**src/rtl/cfg_divreg_pkg.sv**
```systemverilog
package cfg_divreg_pkg;

    localparam int M_W  = 9;
    localparam int N_W  = 2;
    localparam int T_W  = 3;
    localparam int SR_W = T_W + N_W + M_W;

    // Field order inside the shift register is behavioural: T occupies the
    // top bits because it is shifted in first.
    typedef struct packed {
        logic [T_W-1:0] t;
        logic [N_W-1:0] n;
        logic [M_W-1:0] m;
    } cfg_t;

    typedef struct packed {
        logic sclk;
        logic sdat;
        logic sld;
    } ser_t;

    function automatic cfg_t cfg_from_sr(input logic [SR_W-1:0] sr);
        cfg_t c;
        c.t = sr[SR_W-1 -: T_W];
        c.n = sr[M_W +: N_W];
        c.m = sr[M_W-1:0];
        return c;
    endfunction

    function automatic cfg_t cfg_from_pins(input logic [M_W-1:0] m,
                                           input logic [N_W-1:0] n);
        cfg_t c;
        c.t = '0;
        c.n = n;
        c.m = m;
        return c;
    endfunction

endpackage

```
**src/rtl/cfg_divreg_sync.sv**
```systemverilog
module cfg_divreg_sync
    import cfg_divreg_pkg::*;
#(
    parameter int STAGES = 2
) (
    input  logic clk,
    input  logic rst,
    input  ser_t d,
    output ser_t q
);
    ser_t stg [STAGES];

    genvar i;
    generate
        for (i = 0; i < STAGES; i++) begin : g_stage
            if (i == 0) begin : g_first
                always_ff @(posedge clk) begin
                    if (rst) stg[i] <= '0;
                    else     stg[i] <= d;
                end
            end else begin : g_next
                always_ff @(posedge clk) begin
                    if (rst) stg[i] <= '0;
                    else     stg[i] <= stg[i-1];
                end
            end
        end
    endgenerate

    assign q = stg[STAGES-1];
endmodule

```
**src/rtl/cfg_divreg_shift.sv**
```systemverilog
module cfg_divreg_shift
    import cfg_divreg_pkg::*;
(
    input  logic            clk,
    input  logic            rst,
    input  ser_t            s,
    output logic [SR_W-1:0] sr,
    output logic            rise
);
    logic sclk_prev;

    assign rise = s.sclk & ~sclk_prev;

    always_ff @(posedge clk) begin
        if (rst) begin
            sclk_prev <= 1'b0;
            sr        <= '0;
        end else begin
            sclk_prev <= s.sclk;
            if (rise) sr <= {sr[SR_W-2:0], s.sdat};
        end
    end
endmodule

```
**src/rtl/cfg_divreg_latch.sv**
```systemverilog
module cfg_divreg_latch
    import cfg_divreg_pkg::*;
(
    input  logic            clk,
    input  logic            rst,
    input  logic            par_ld,
    input  logic [M_W-1:0]  par_m,
    input  logic [N_W-1:0]  par_n,
    input  logic            ser_ld,
    input  logic [SR_W-1:0] sr,
    output cfg_t            cfg
);
    // Parallel path open while par_ld is low and has priority; the serial
    // path is open while ser_ld is high. Closing either one holds the value.
    always_ff @(posedge clk) begin
        if (rst)          cfg <= '0;
        else if (!par_ld) cfg <= cfg_from_pins(par_m, par_n);
        else if (ser_ld)  cfg <= cfg_from_sr(sr);
    end
endmodule

```
**src/rtl/cfg_divreg.sv**
```systemverilog
module cfg_divreg
    import cfg_divreg_pkg::*;
#(
    parameter int SYNC_STAGES = 2
) (
    input  logic           clk,
    input  logic           rst,
    input  logic           ser_clk_i,
    input  logic           ser_dat_i,
    input  logic           ser_ld_i,
    input  logic           par_ld_i,
    input  logic [M_W-1:0] par_m_i,
    input  logic [N_W-1:0] par_n_i,
    output logic [M_W-1:0] m_o,
    output logic [N_W-1:0] n_o,
    output logic [T_W-1:0] t_o,
    output logic           sr_msb_o
);
    ser_t            ser_raw;
    ser_t            ser_s;
    logic [SR_W-1:0] sr_q;
    logic            shift_rise;
    logic            ld_sync;
    cfg_t            cfg_q;

    assign ser_raw.sclk = ser_clk_i;
    assign ser_raw.sdat = ser_dat_i;
    assign ser_raw.sld  = ser_ld_i;
    assign ld_sync      = ser_s.sld;

    cfg_divreg_sync #(.STAGES(SYNC_STAGES)) u_sync (
        .clk (clk),
        .rst (rst),
        .d   (ser_raw),
        .q   (ser_s)
    );

    cfg_divreg_shift u_shift (
        .clk  (clk),
        .rst  (rst),
        .s    (ser_s),
        .sr   (sr_q),
        .rise (shift_rise)
    );

    cfg_divreg_latch u_latch (
        .clk    (clk),
        .rst    (rst),
        .par_ld (par_ld_i),
        .par_m  (par_m_i),
        .par_n  (par_n_i),
        .ser_ld (ld_sync),
        .sr     (sr_q),
        .cfg    (cfg_q)
    );

    assign m_o      = cfg_q.m;
    assign n_o      = cfg_q.n;
    assign t_o      = cfg_q.t;
    assign sr_msb_o = sr_q[SR_W-1];
endmodule

```
**config.mk**
```make
export PLATFORM = sky130hd
export DESIGN_NAME = cfg_divreg
export DESIGN_NICKNAME = d
export VERILOG_FILES = /design/src/rtl/cfg_divreg_pkg.sv /design/src/rtl/cfg_divreg_sync.sv /design/src/rtl/cfg_divreg_shift.sv /design/src/rtl/cfg_divreg_latch.sv /design/src/rtl/cfg_divreg.sv
export SDC_FILE = /design/constraint.sdc
export NUM_CORES = 1
export LEC_CHECK = 0
export ABC_AREA = 0
export BUFFER_PORTS_ARGS = -buffer_cell sky130_fd_sc_hd__buf_4
export CORE_MARGIN = 2
export CORE_UTILIZATION = 30
export CTS_BUF_LIST = sky130_fd_sc_hd__clkbuf_16
export DETAILED_ROUTE_END_ITERATION = 16
export GPL_ROUTABILITY_DRIVEN = 0
export GPL_TIMING_DRIVEN = 0
export SLEW_MARGIN = 0
export SYNTH_ARGS = -nofsm -noshare
export SYNTH_HDL_FRONTEND = slang
export SYNTH_SLANG_ARGS = --single-unit
```
**constraint.sdc**
```tcl
create_clock -name clk -period 0.9 [get_ports clk]
set_input_delay 0.18 -clock clk [delete_from_list [all_inputs] [get_ports clk]]
set_output_delay 0.18 -clock clk [all_outputs]
set_load 0.02 [all_outputs]
```
* Word level (Yosys, flattened, before mapping)
Memory sizes are Yosys's and may differ from the RTL's. Cells that the tools add are included.
Operators by class: equality and inequality tests 1, multiplexer cells 7, bitwise gates (word level) 5, reduce and logical (&&, ||, !) cells 1
Operator list (count):
- 11-bit two-way mux | 2
- 3-bit two-way mux | 2
- 1-bit two-way mux | 3
- 2-bit by 1-bit inequality test with 1-bit output, second input constant | 1
- 1-bit inverter | 2
- 1-bit bitwise OR | 2
- 2-bit OR reduction | 1
- 1-bit AND | 1
Word-level totals: register bits 29, memory bits (writable) 6, input bits 17, memories 1
Memories:
- u_sync.stg | words 2, bits a word 3, read ports 2, clocked after memory_dff 0, write ports 2, line cfg_divreg_sync.sv:11 | ser_t stg [STAGES];

* Logic depth before layout (Yosys ltp)
Gate-level depths: netlist (run 1).
word-level depth 3, depth in mapped cells 4

* Hierarchy
A second synthesis (run 1) with hierarchy kept.
Second synthesis, totals: cell total of the unflattened synthesis 120, area, all modules 1348.8 µm²
By module, submodules not included:
- cfg_divreg_latch | times used 1, cells an instance 59, area each 605.6 µm²
- cfg_divreg_shift | times used 1, cells an instance 49, area each 585.6 µm²
- cfg_divreg_sync | times used 1, cells an instance 12, area each 157.7 µm²

* Least setup slack after synthesis (run 1)
OpenSTA, ideal clock, no wires.
path kind register -> register, from memory u_sync.stg[1][0] in the netlist's numbering, to register u_latch.cfg[0] in the netlist's numbering, setup time 0.086 ns, data arrival time 0.859 ns, data required time 0.814 ns, path slack -0.044 ns, stages on the path, launching flop included 5, period minus slack after synthesis 0.944 ns, path through dfxtp_1 buf_6 buf_12 mux2i_1 a211oi_1
RTL lines:
- from (decl) | line cfg_divreg_sync.sv:11
- to (signal assigned) | line cfg_divreg_latch.sv:17 | else if (!par_ld) cfg <= cfg_from_pins(par_m, par_n);
- to (signal assigned) | line cfg_divreg_latch.sv:18 | else if (ser_ld) cfg <= cfg_from_sr(sr);
- to (decl) | line cfg_divreg_latch.sv:11 | output cfg_t cfg

* Worst setup path in the final report (run 1)
from register u_shift.sclk_prev, to register u_shift.sr[11]
Between the ends: word-level cells in the longest chain between the ends 2
RTL lines:
- from (decl) | line cfg_divreg_shift.sv:10 | logic sclk_prev;
- from (signal assigned) | line cfg_divreg_shift.sv:19 | sclk_prev <= s.sclk;
- 1-bit inverter | line cfg_divreg_shift.sv:12 | assign rise = s.sclk & ~sclk_prev;
- 1-bit AND | line cfg_divreg_shift.sv:12
- to (signal assigned) | line cfg_divreg_shift.sv:20 | if (rise) sr <= {sr[SR_W-2:0], s.sdat};
- to (decl) | line cfg_divreg_shift.sv:7 | output logic [SR_W-1:0] sr,
Every way passes these cells. A chain may end at the register's enable or synchronous reset.

==> results of run 1 <==
## what timing repair did
item | in CTS | in global routing
buffers inserted | 3 | 4
hold buffers | 0 | 0
pin swaps | 5 | 8
gates resized for setup | 51 | 28
cloned | 2 | 0
setup endpoints to repair | 35 | 43
## layout make-up
class	count	area [µm²]	share of cell area
Buffer	8	62.56	0.03071
Tap cell	50	62.56	0.03071
Multi-Input combinational cell	91	658.1	0.3231
Sequential cell	35	728.2	0.3575
Clock inverter	1	3.754	0.001843
Timing Repair Buffer	40	396.6	0.1947
Clock buffer	5	125.1	0.06143
## cell usage in the layout (no fill, tap or decap), types with 2 or more instances in the layout
master,instances
nand2_1,16
dfxtp_4,2
a21oi_2,10
buf_4,21
buf_12,2
a211oi_1,7
nand2_4,3
dfxtp_2,16
mux2i_4,2
nor2b_1,7
nor2_1,14
clkbuf_1,4
nand2_2,9
clkbuf_16,5
buf_6,19
a211oi_2,4
mux2i_1,10
mux2i_2,2
dfxtp_1,17
a21oi_1,4
## Yosys cell counts, drive strengths merged
| cell type | instances |
|---|---|
| dfxtp | 35 |
| mux2i | 14 |
| nor2b | 7 |
| nand2b | 2 |
| a21oi | 14 |
| buf | 5 |
| nand2 | 28 |
| nor2 | 14 |
| a211oi | 11 |
| clkbuf | 4 |
| and2b | 1 |
## registers in the layout, indices dropped and copies added (netlist names)
signal	cells
u_latch.cfg	14
u_shift.sclk_prev	1
u_shift.sr	14
u_sync.stg	6
## kinds of logic after synthesis
logic type | share of synthesized area
simple gates | 0.1732
flops | 0.5479
compound gates | 0.1194
mux | 0.1096
buf+inv | 0.04990
## worst paths after layout
kind	endpoint	slack, ps	cells after the start
worst min-delay path	u_shift.sclk_prev	100	2
worst min register to register	u_sync.stg[1][0]	430	1
worst max-delay path	u_shift.sr[11]	-100	4
worst max register to register	u_shift.sr[11]	-100	4
## power by group through the flow
| stage | logic, mW | registers, mW | clock network (mW) |
|---|---|---|---|
| 2_1_floorplan | 0.129 | 1.70 | 0 |
| 4_1_cts | 0.378 | 1.64 | 1.55 |
| 3_3_place_gp | 0.310 | 1.65 | 0 |
| 3_5_place_dp | 0.317 | 1.66 | 0 |
| 6_report | 0.412 | 1.65 | 1.51 |
| 5_1_grt | 0.441 | 1.65 | 1.63 |
## stage by stage
| stage | hold slack [ps] | cell area [µm²] |
|---|---|---|
| 5_1_grt | 107.8 | 2037 |
| 3_5_place_dp | 391.5 | 1575 |
| 3_3_place_gp | 386.3 | 1575 |
| 6_report | 103.2 | 2037 |
| 2_1_floorplan | 251.6 | 1280 |
| 4_1_cts | 100.6 | 1907 |
## routing by layer
layer	up-vias	global-route usage	wire (µm)
li1	544	-	-
met1	525	0.1806	1387
met2	39	0.2019	1491
met3	8	0.05087	185
met4	0	0.05229	66
met5	-	0	0
==> impl.org, run 1 <==
** Status
- Result of the run :: complete, but fails checks
- The checks that failed: negative setup slack.

** Min path
- In this run the worst hold path is classified as input port to register.
- Source of the worst hold timing path :: rst

** Synth
- Total of warnings raised by yosys :: 0
- Synthesis instantiated 14 different standard cells from the library.
- After synthesis, the cell types taking the most area are dfxtp_1, mux2i_1, nand2_1.
- Syn_nets :: 152
- The cell count after synthesis came out at 135.
- In this run, synthesis produced a sequential element count of 35.
- Library cell occupying the most area in the post-synthesis netlist :: dfxtp_1
- The share of synthesized area in the top cell type comes to 0.5479.
- Avg Synthesized Cell Area :: 9.472 µm²
- The mapped netlist covers 1279 µm².
- Of the synthesized area, sequential elements account for 0.5479.

** GRT
- The number of global-route vias before repair came to 1,088.
- The number of antenna violations at the first check in global routing is 0.
- Global routing finished with a remaining overflow of 0.
- GRT Resource Usage Total :: 0.1366
- The first global-routing pass estimated 5.147 mm of wire.
- Largest net degree at the start of global routing :: 11

** Floorplan
- Core outline area :: 4058 µm²
- IO Count :: 32
- For this configuration, the core starts out at a cell density of 0.3151.
- Width of the die :: just under 70 µm
- Total die area :: 4800 µm²
- Site row count :: 23
- From bottom edge to top edge, the die measures 69.29 µm.

** Critical path
- Among cell families on the critical path, the largest total delay comes from simple AND/OR/NAND/NOR gates.
- Slowest stage cell, crit path :: dfxtp_2
- Chain of cells forming the critical path :: and2b_2, buf_6, nand2_2, a21oi_2
- STA puts the critical path data arrival time at 1200 ps.
- The worst setup path is captured at a register.
- Required time of the critical path :: 1100 ps
- R2r startpoint :: u_shift.sclk_prev
- Category of the most critical setup path :: register to register
- The worst setup path is launched from a register.
- Sum of buffers and inverters on the critical path :: 1
- Worst setup path startpoint :: u_shift.sclk_prev
- Along the worst path, the maximum fanout reaches 5.
- Worst stage delay on the critical path :: 310 ps

** Timing
- Transition time at the pin with the least slew margin :: roughly 690 ps
- Adding up every negative setup slack in the final design gives -1946 ps.
- Final setup fails :: 31
- Peak Freq :: 995.7 MHz
- In the finished design, the share of the clock period the worst path needs comes to 1.116.
- Final hold viol count :: 0
- Worst slew margin relative to its limit :: 0.5385
- After layout, the minimum clock period comes to 1004 ps.
- Worst Slack Setup Final :: -104.4 ps
- Setup repair after global routing could not meet its margin everywhere.
- On the final layout, the worst clock skew is around 5.0 ps.
- The final count of pins violating max slew is 0.

** Detailed routing
- Per-cell via count in the routed design :: 4.852
- Detailed routing inserted a total of 1,116 vias.
- Total DRC errors in the routed layout :: 0
- For this run, the detailed router's first-pass iteration total came to 6.
- For this block, the initial DRC count from the detailed router was 38.
- DRT antenna net count :: 0
- Dividing the detail-routed wire length by the instance count gives 13.61 µm.
- Total wire length after detailed routing :: 3.131 mm

** Power
- Share of total power in combinational logic :: 0.115
- Total leakage power :: 0.7955 nW
- Sw power :: 0.7582 mW
- Internal power component :: 2.810 mW
- The share of total power dissipated in the clock network is 0.423.
- VDD sags by at most 0.8816 mV.
- Of the total power, the share spent switching nets is 0.2125.
- Total power divided by cell area :: 1752 nW/µm²
- The design draws 3.568 mW.
- The share of total power dissipated in sequential elements is 0.461.

** Final layout
- Fill cells in the final layout number between 300 and 400.
- Ant. Diodes :: 0
- After the last flow step, the layout net total stands at slightly below 200.
- Post-layout util :: 0.5020
- Of the cells placed in the final design, the portion with a size suffix greater than 1 is 0.5500.
- Final Non-Filler Cells :: 230
- Area growth, synth to finish :: 59.30%

** Clock tree
- The number of clock buffers added by TritonCTS is 5.
- Maximum level of the CTS H-tree :: 2
- TritonCTS built the clock tree.
- The later pin in the worst-skew pair is clocked with a latency of 270 ps.
- Root buf cell :: clkbuf_16
- The clock passes through at most 2 buffers.
- Worst-path clk slew :: 50 ps
- The clock net in this run drives a total of 35 sinks.

** Run
- The tool flagged a number of max-cap violations equal to 0.

** Placement
- Port buffering added 31 buffers.
- OpenSTA, run right after detailed placement, puts the worst setup slack at -136.4 ps.
- After detailed placement, the design holds a cell count of 216.
- Detail Placement HPWL :: 1.968 mm
Note: power is estimated with default switching activity, not from simulation.
==> inputs of run 2 (changes only) <==
--- a/config.mk
+++ b/config.mk
@@ -7,12 +7,15 @@
 export LEC_CHECK = 0
 export ABC_AREA = 0
 export BUFFER_PORTS_ARGS = -buffer_cell sky130_fd_sc_hd__buf_4
-export CORE_MARGIN = 2
+export CELL_PAD_IN_SITES_DETAIL_PLACEMENT = 0
+export CELL_PAD_IN_SITES_GLOBAL_PLACEMENT = 1
+export CORE_MARGIN = 1
 export CORE_UTILIZATION = 30
 export CTS_BUF_LIST = sky130_fd_sc_hd__clkbuf_16
 export DETAILED_ROUTE_END_ITERATION = 16
 export GPL_ROUTABILITY_DRIVEN = 0
 export GPL_TIMING_DRIVEN = 0
+export PLACE_DENSITY_LB_ADDON = 0.1
 export SLEW_MARGIN = 0
 export SYNTH_ARGS = -nofsm -noshare
 export SYNTH_HDL_FRONTEND = slang
==> impl.org, run 2 (synthesis results as in run 1) <==
** Timing
- The count of final hold-check violations came to 0.
- The worst path in the final design needs a cycle of 1004 ps, including I/O delays and setup.
- Setup slack on the critical path of the routed design comes to -104.3 ps.
- Transition time at the pin with the least slew margin :: about 680 ps
- Static timing analysis puts the maximum clock frequency at 995.7 MHz.
- Setup repair after global routing could not meet its margin everywhere.
- Final-report max-slew violation count :: 0
- Setup violations remaining at the end of the flow were counted as 31.
- Dividing the final minimum period by the clock period gives 1.116.
- Hold timing on the final database bottoms out at a slack of 103.1 ps.
- Final worst clock skew :: between 3 and 4 ps
- Worst slew margin relative to its limit :: 0.5472

** Detailed routing
- Total iterations of the first detailed-routing run :: 4
- Met2 routed wirelength :: 1.471 mm
- Wire segments on met3 add up to 164 µm in the final route.
- Post-DR wirelength/cell :: 13.26 µm
- Total number of vias :: 1,088
- The count of nets left with antenna violations once routing finished came out at 0.
- Total wire length after detailed routing :: between 3 and 4 mm
- After detailed routing, the wire length on met1 is 1.488 mm.
- Per-cell via count in the routed design :: 4.552
- Detailed router's first-iteration violation count :: 32
- Total DRC errors in the routed layout :: 0
- In this run the top signal layer used is met4.

** Final layout
- Area of all sequential standard cells :: 725.7 µm²
- Area occupied by multi-input gates :: approximately 590 µm²
- Area growth, synth to finish :: 58.81%
- Fill cells in the final layout number 395.
- Fraction of layout cells with a size suffix above 1 :: 0.5185
- Commonest non-fill, non-tap cell in the layout :: buf_4
- Final #Nets :: 205
- The count of cells in the finished layout, fillers not included, comes to 239.
- Registers with the most flip-flops :: u_latch.cfg (14), u_shift.sr (14), u_sync.stg (6)
- Commonest cells after routing, fill and taps aside :: buf_4, buf_6, dfxtp_2, dfxtp_1, nand2_1
- 0 antenna diodes ended up in the layout.

** Status
- Violated checks :: negative setup slack
- The flow ran to the end, but the final reports show violations.

** Placement
- During placement, the flow inserted port buffers numbering 31.
- Placed cell count :: around 220
- The HPWL after detailed placement is 1.933 mm.

** Power
- In this run the power spent charging and discharging nets is 0.8170 mW.
- Total leakage power :: 0.8008 nW
- Share of total power in combinational logic :: 0.110
- The share of total power dissipated in sequential elements is 0.451.
- Cell internal power was estimated by the tool at 2.824 mW.
- In this run the power density over the cells is 1793 nW/µm².
- Of the total power, the clock network draws 0.439.
- Sw frac :: 0.2244
- Across the VDD grid, the largest voltage drop is a little under 1 mV.

** Floorplan
- Site row count :: 23
- 32 I/O pins were placed.
- The total area inside the core boundary comes to 4058 µm².
- The die is ~67 µm wide.
- Total die area :: 4527 µm²
- For this configuration, the core starts out at a cell density of 0.3151.
- The die is 67.29 µm tall.

** GRT
- The total overflow left after global routing is 0.
- The first global-routing pass estimated 5.050 mm of wire.
- Entering global routing, the biggest net connects 11 pins.
- Number of antenna violations at the first check in global routing :: 0
- Number of global-route vias before repair :: 1,059
- GRT Resource Usage Total :: 0.1594

** Critical path
- Type of origin of the critical path :: register
- Nature of the critical path endpoint :: register
- Category of the most critical setup path :: register to register
- Data arrives at the worst endpoint at 1200 ps.
- In this run the worst path has a maximum fanout of 5.
- For the worst setup path, the data required time is 1100 ps.

** Clock tree
- Clock Sinks :: 35
- Worst-path clk slew :: 50 ps
- Num CTS Buffers :: 5
- Buffer levels on the longest clock path :: 2
- Clock latency on the worst-skew pair, taken at its later pin, is 280 ps.
- CTS placed an instance of clkbuf_16 at the clock tree root.
- Clock tree from TritonCTS :: built
- Count of hold buffers inserted by post-cts repair :: 0
- The clock tree synthesis step divided the H-tree into 2 levels.

** Min path
- Class of the worst hold path :: input port to register

** Run
- Across the run, the number of max-cap violations was 0.
==> run 2: changes by cell type in the layout (fill, tap and decap cells not counted), moves of 2 or more <==
cell,previous run,this run
a211oi_1,7,11
a211oi_2,4,0
buf_4,21,25
buf_6,19,23
clkinv_1,0,2
mux2i_1,10,14
mux2i_2,2,0
mux2i_4,2,0
nand2_2,9,12
nand2_4,3,1
==> run 2: final cells by class <==
type | count | area share
Timing Repair Buffer | 47 | 0.2212
Tap cell | 50 | 0.03081
Clock buffer | 5 | 0.06161
Multi-Input combinational cell | 91 | 0.2927
Sequential cell | 35 | 0.3574
Buffer | 8 | 0.03081
Clock inverter | 3 | 0.005545
==> run 2: final timing paths <==
kind	slack, ps	cells past startpoint	from	to
max	-100	4	u_shift.sclk_prev	u_shift.sr[9]
min	100	2	rst	u_shift.sclk_prev
max reg2reg	-100	4	u_shift.sclk_prev	u_shift.sr[9]
min reg2reg	440	2	u_sync.stg[1][1]	u_shift.sr[0]
==> run 2: what timing repair did <==
item	CTS	global route
setup endpoints to repair	35	43
resized for setup	54	15
pin swaps	5	6
buffers inserted	9	5
cloned	1	1
==> run 2: power by group through the flow <==
stage               Clock (mW)  Combinational [mW]  Sequential, mW
floorplan                    0               0.129            1.70
global placement             0               0.315            1.65
detailed placement           0               0.317            1.66
CTS                       1.63               0.379            1.64
global route              1.72               0.441            1.64
finish                    1.60               0.402            1.64
==> run 2: critical path, cell delays in order, from the launching register on <==
cell and delay [ps]:
dfxtp_2 310, and2b_2 280, buf_6 160, nand2_2 60, a21oi_2 120
==> run 2: routing by layer <==
metal  vias up  global-route usage
met4         0             0.07979
met2        26              0.2575
met1       501              0.1837
met5         -                   0
met3         5             0.05912
li1        556                   -
==> run 2: stage by stage <==
stage	util	area, µm²	setup WS, ps	power (mW)	TNS, ps
floorplan	-	1280	-21.69	1.825	-151.8
global placement	0.3882	1575	-138.0	1.969	-2853
detailed placement	0.3882	1575	-157.8	1.973	-2951
CTS	0.4758	1931	-127.7	3.649	-1812
global route	0.5005	2031	-154.0	3.803	-3113
finish	0.5005	2031	-104.3	3.641	-1501
==> inputs of run 3 (changes only) <==
--- a/config.mk
+++ b/config.mk
@@ -15,7 +15,8 @@
 export DETAILED_ROUTE_END_ITERATION = 16
 export GPL_ROUTABILITY_DRIVEN = 0
 export GPL_TIMING_DRIVEN = 0
-export PLACE_DENSITY_LB_ADDON = 0.1
+export PLACE_DENSITY = 0.64
+export SETUP_SLACK_MARGIN = 0.4
 export SLEW_MARGIN = 0
 export SYNTH_ARGS = -nofsm -noshare
 export SYNTH_HDL_FRONTEND = slang
==> impl.org, run 3 (synthesis results as in run 1) <==
** Detailed routing
- The routed design has 3.106 mm of wire.
- DRT antenna net count :: 0
- Total DRC errors in the routed layout :: 0
- Per-cell via count in the routed design :: approximately 4.7
- After the first detailed-routing iteration, the DRC count stood at 22.
- Total iterations of the first detailed-routing run :: 2
- Total number of vias :: 1,098
- Post-DR wirelength/cell :: about 13 µm

** Critical path
- Maximum fanout count along the critical path :: 5
- Required time of the critical path :: 1080 ps
- Worst stage delay on the critical path :: 310 ps
- Depth of the worst register-to-register path :: 4
- Data on the critical path arrives at its endpoint at 1190 ps.
- WP depth :: 4
- STA classifies the critical path endpoint as a register.
- Grouping stages by cell kind, the critical path spends the most delay in flip-flops.
- Sum of buffers and inverters on the critical path :: 2
- Type of origin of the critical path :: register
- The slowest stage of the critical path is the dfxtp_2 cell.
- Walking the worst path, the cells encountered are buf_6, buf_12, mux2i_1, a211oi_1.
- The setup path with the least slack is of type register to register.

** Final layout
- Final Non-Filler Cells :: 235
- The largest registers in the layout are u_latch.cfg (14), u_shift.sr (14), u_sync.stg (6).
- Post-layout util :: 0.5190
- Final #Nets :: just over 200
- Summing all non-filler instances in the final layout gives an area of around 2100 µm².
- Leaving out fill and tap cells, the most frequent cell in the layout is buf_4.
- The library cells used most frequently in the layout, excluding fill and tap cells, are buf_4, buf_6, dfxtp_4, dfxtp_1.
- 0 antenna diodes ended up in the layout.
- From synthesis to final layout, the design area changed by 64.68%.
- In the final layout, the share of cells above drive strength 1 is 0.5838.

** Timing
- Transition time at the pin with the least slew margin :: 661.4 ps
- Once routing completed, OpenROAD measured the worst setup slack at -116.2 ps.
- Setup violations remaining at the end of the flow were counted as approximately 40.
- After layout, the minimum clock period comes to between 1000 and 1500 ps.
- On the final layout, the worst clock skew is 6.029 ps.
- The final count of pins violating max slew was 0.
- In the finished design, the share of the clock period the worst path needs comes to 1.129.
- WHS :: 105.2 ps
- Setup repair after global routing could not meet its margin everywhere.
- Final hold viol count :: 0
- Worst slew margin relative to its limit :: 0.5590
- Peak Freq :: 984.1 MHz
- Setup total negative slack on the finished layout was measured at -2213 ps.

** Floorplan
- Die Height :: between 60 and 70 µm
- For this configuration, the core starts out at a cell density of 0.3151.
- The floorplan step defined a die boundary enclosing 4527 µm².
- IO Count :: 32
- The floorplan has 23 rows.
- Core outline area :: 4058 µm²
- Width of the die :: 67.29 µm

** Status
- Violated checks :: negative setup slack
- The flow ran to the end, but the final reports show violations.

** Placement
- The number of placed instances, taps included, is 216.
- In this run the cell area measured after placement is 1642 µm².
- Detail Placement HPWL :: 1.982 mm
- The count of buffers added on input and output ports is 31.
- Post-Place Worst Slack :: -145.9 ps

** Power
- The worst-case IR drop observed on VDD is ~0.9 mV.
- Total leakage power :: 0.8286 nW
- Pwr Total :: 3.602 mW
- Of the total power, combinational logic draws 0.119.
- Dividing total power by cell area gives a power density of 1710 nW/µm².
- Sw frac :: 0.2214
- Sw power :: about 0.8 mW
- Internal power component :: 2.804 mW
- Reg power frac :: 0.448
- Of the total power, the clock network draws 0.433.

** Clock tree
- Clock tree from TritonCTS :: built
- No sink is reached through more buffers than the 2 on the longest clock path.
- Clock tree synthesis inserted a total of 5 buffers.
- The tree is rooted in a clkbuf_16.
- CTS saw 35 sinks.
- In this run the number of H-tree levels came out at 2.
- The later pin in the worst-skew pair is clocked with a latency of 270 ps.
- Worst-path clk slew :: 50 ps

** GRT
- GRT Resource Usage Total :: 0.1540
- The number of antenna violations at the first check in global routing came to 0.
- First-pass GRT wire length :: 4.823 mm
- For this run the aggregate overflow at the end of global routing stands at 0.
- The number of global-route vias before repair is 1,026.
- Entering global routing, the biggest net connects 11 pins.

** Min path
- Counting instances, the worst hold path has a depth of 2.
- Class of the worst hold path :: input port to register

** Run
- Max-cap violations in this run came to 0.
==> run 3: cell count changes in the layout (fill, tap and decap cells not counted), moves of 4 or more <==
cell	previous run	this run
a21oi_2	9	13
dfxtp_4	1	15
dfxtp_2	17	5
a21oi_1	5	1
==> run 3: power groups by stage <==
stage          combinational [mW]  sequential (mW)  clock, mW
4_1_cts                     0.398             1.61       1.60
6_report                    0.429             1.61       1.56
3_3_place_gp                0.317             1.63          0
3_5_place_dp                0.322             1.64          0
5_1_grt                     0.460             1.62       1.68
2_1_floorplan               0.134             1.68          0
==> run 3: routing by layer <==
metal	GRT usage	part of all wire
met1	0.1952	0.47
met3	0.04223	0.042
met5	0	0
met4	0.08777	0.018
met2	0.2338	0.47
==> run 3: timing repair <==
item / CTS / global route
resized for setup: 42 / 25
gates cloned: 2 / 0
buffers inserted: 8 / 2
endpoints found under the setup margin: 47 / 47
pin swaps: 9 / 7
hold buffers: 0 / 0
==> run 3: worst paths after layout <==
check,slack (ps),end,start
setup reg to reg,-120,u_latch.cfg[1],u_sync.stg[1][0]
hold reg to reg,440,u_sync.stg[1][0],u_sync.stg[0][0]
hold / removal,110,u_sync.stg[1][2],rst
setup / recovery,-120,u_latch.cfg[1],u_sync.stg[1][0]
==> run 3: final cells by class <==
class,count,area (µm²)
Buffer,9,77.57
Clock inverter,2,7.507
Timing Repair Buffer,43,410.4
Clock buffer,5,125.1
Multi-Input combinational cell,91,659.4
Sequential cell,35,763.2
Tap cell,50,62.56
Fill cell,375,1952
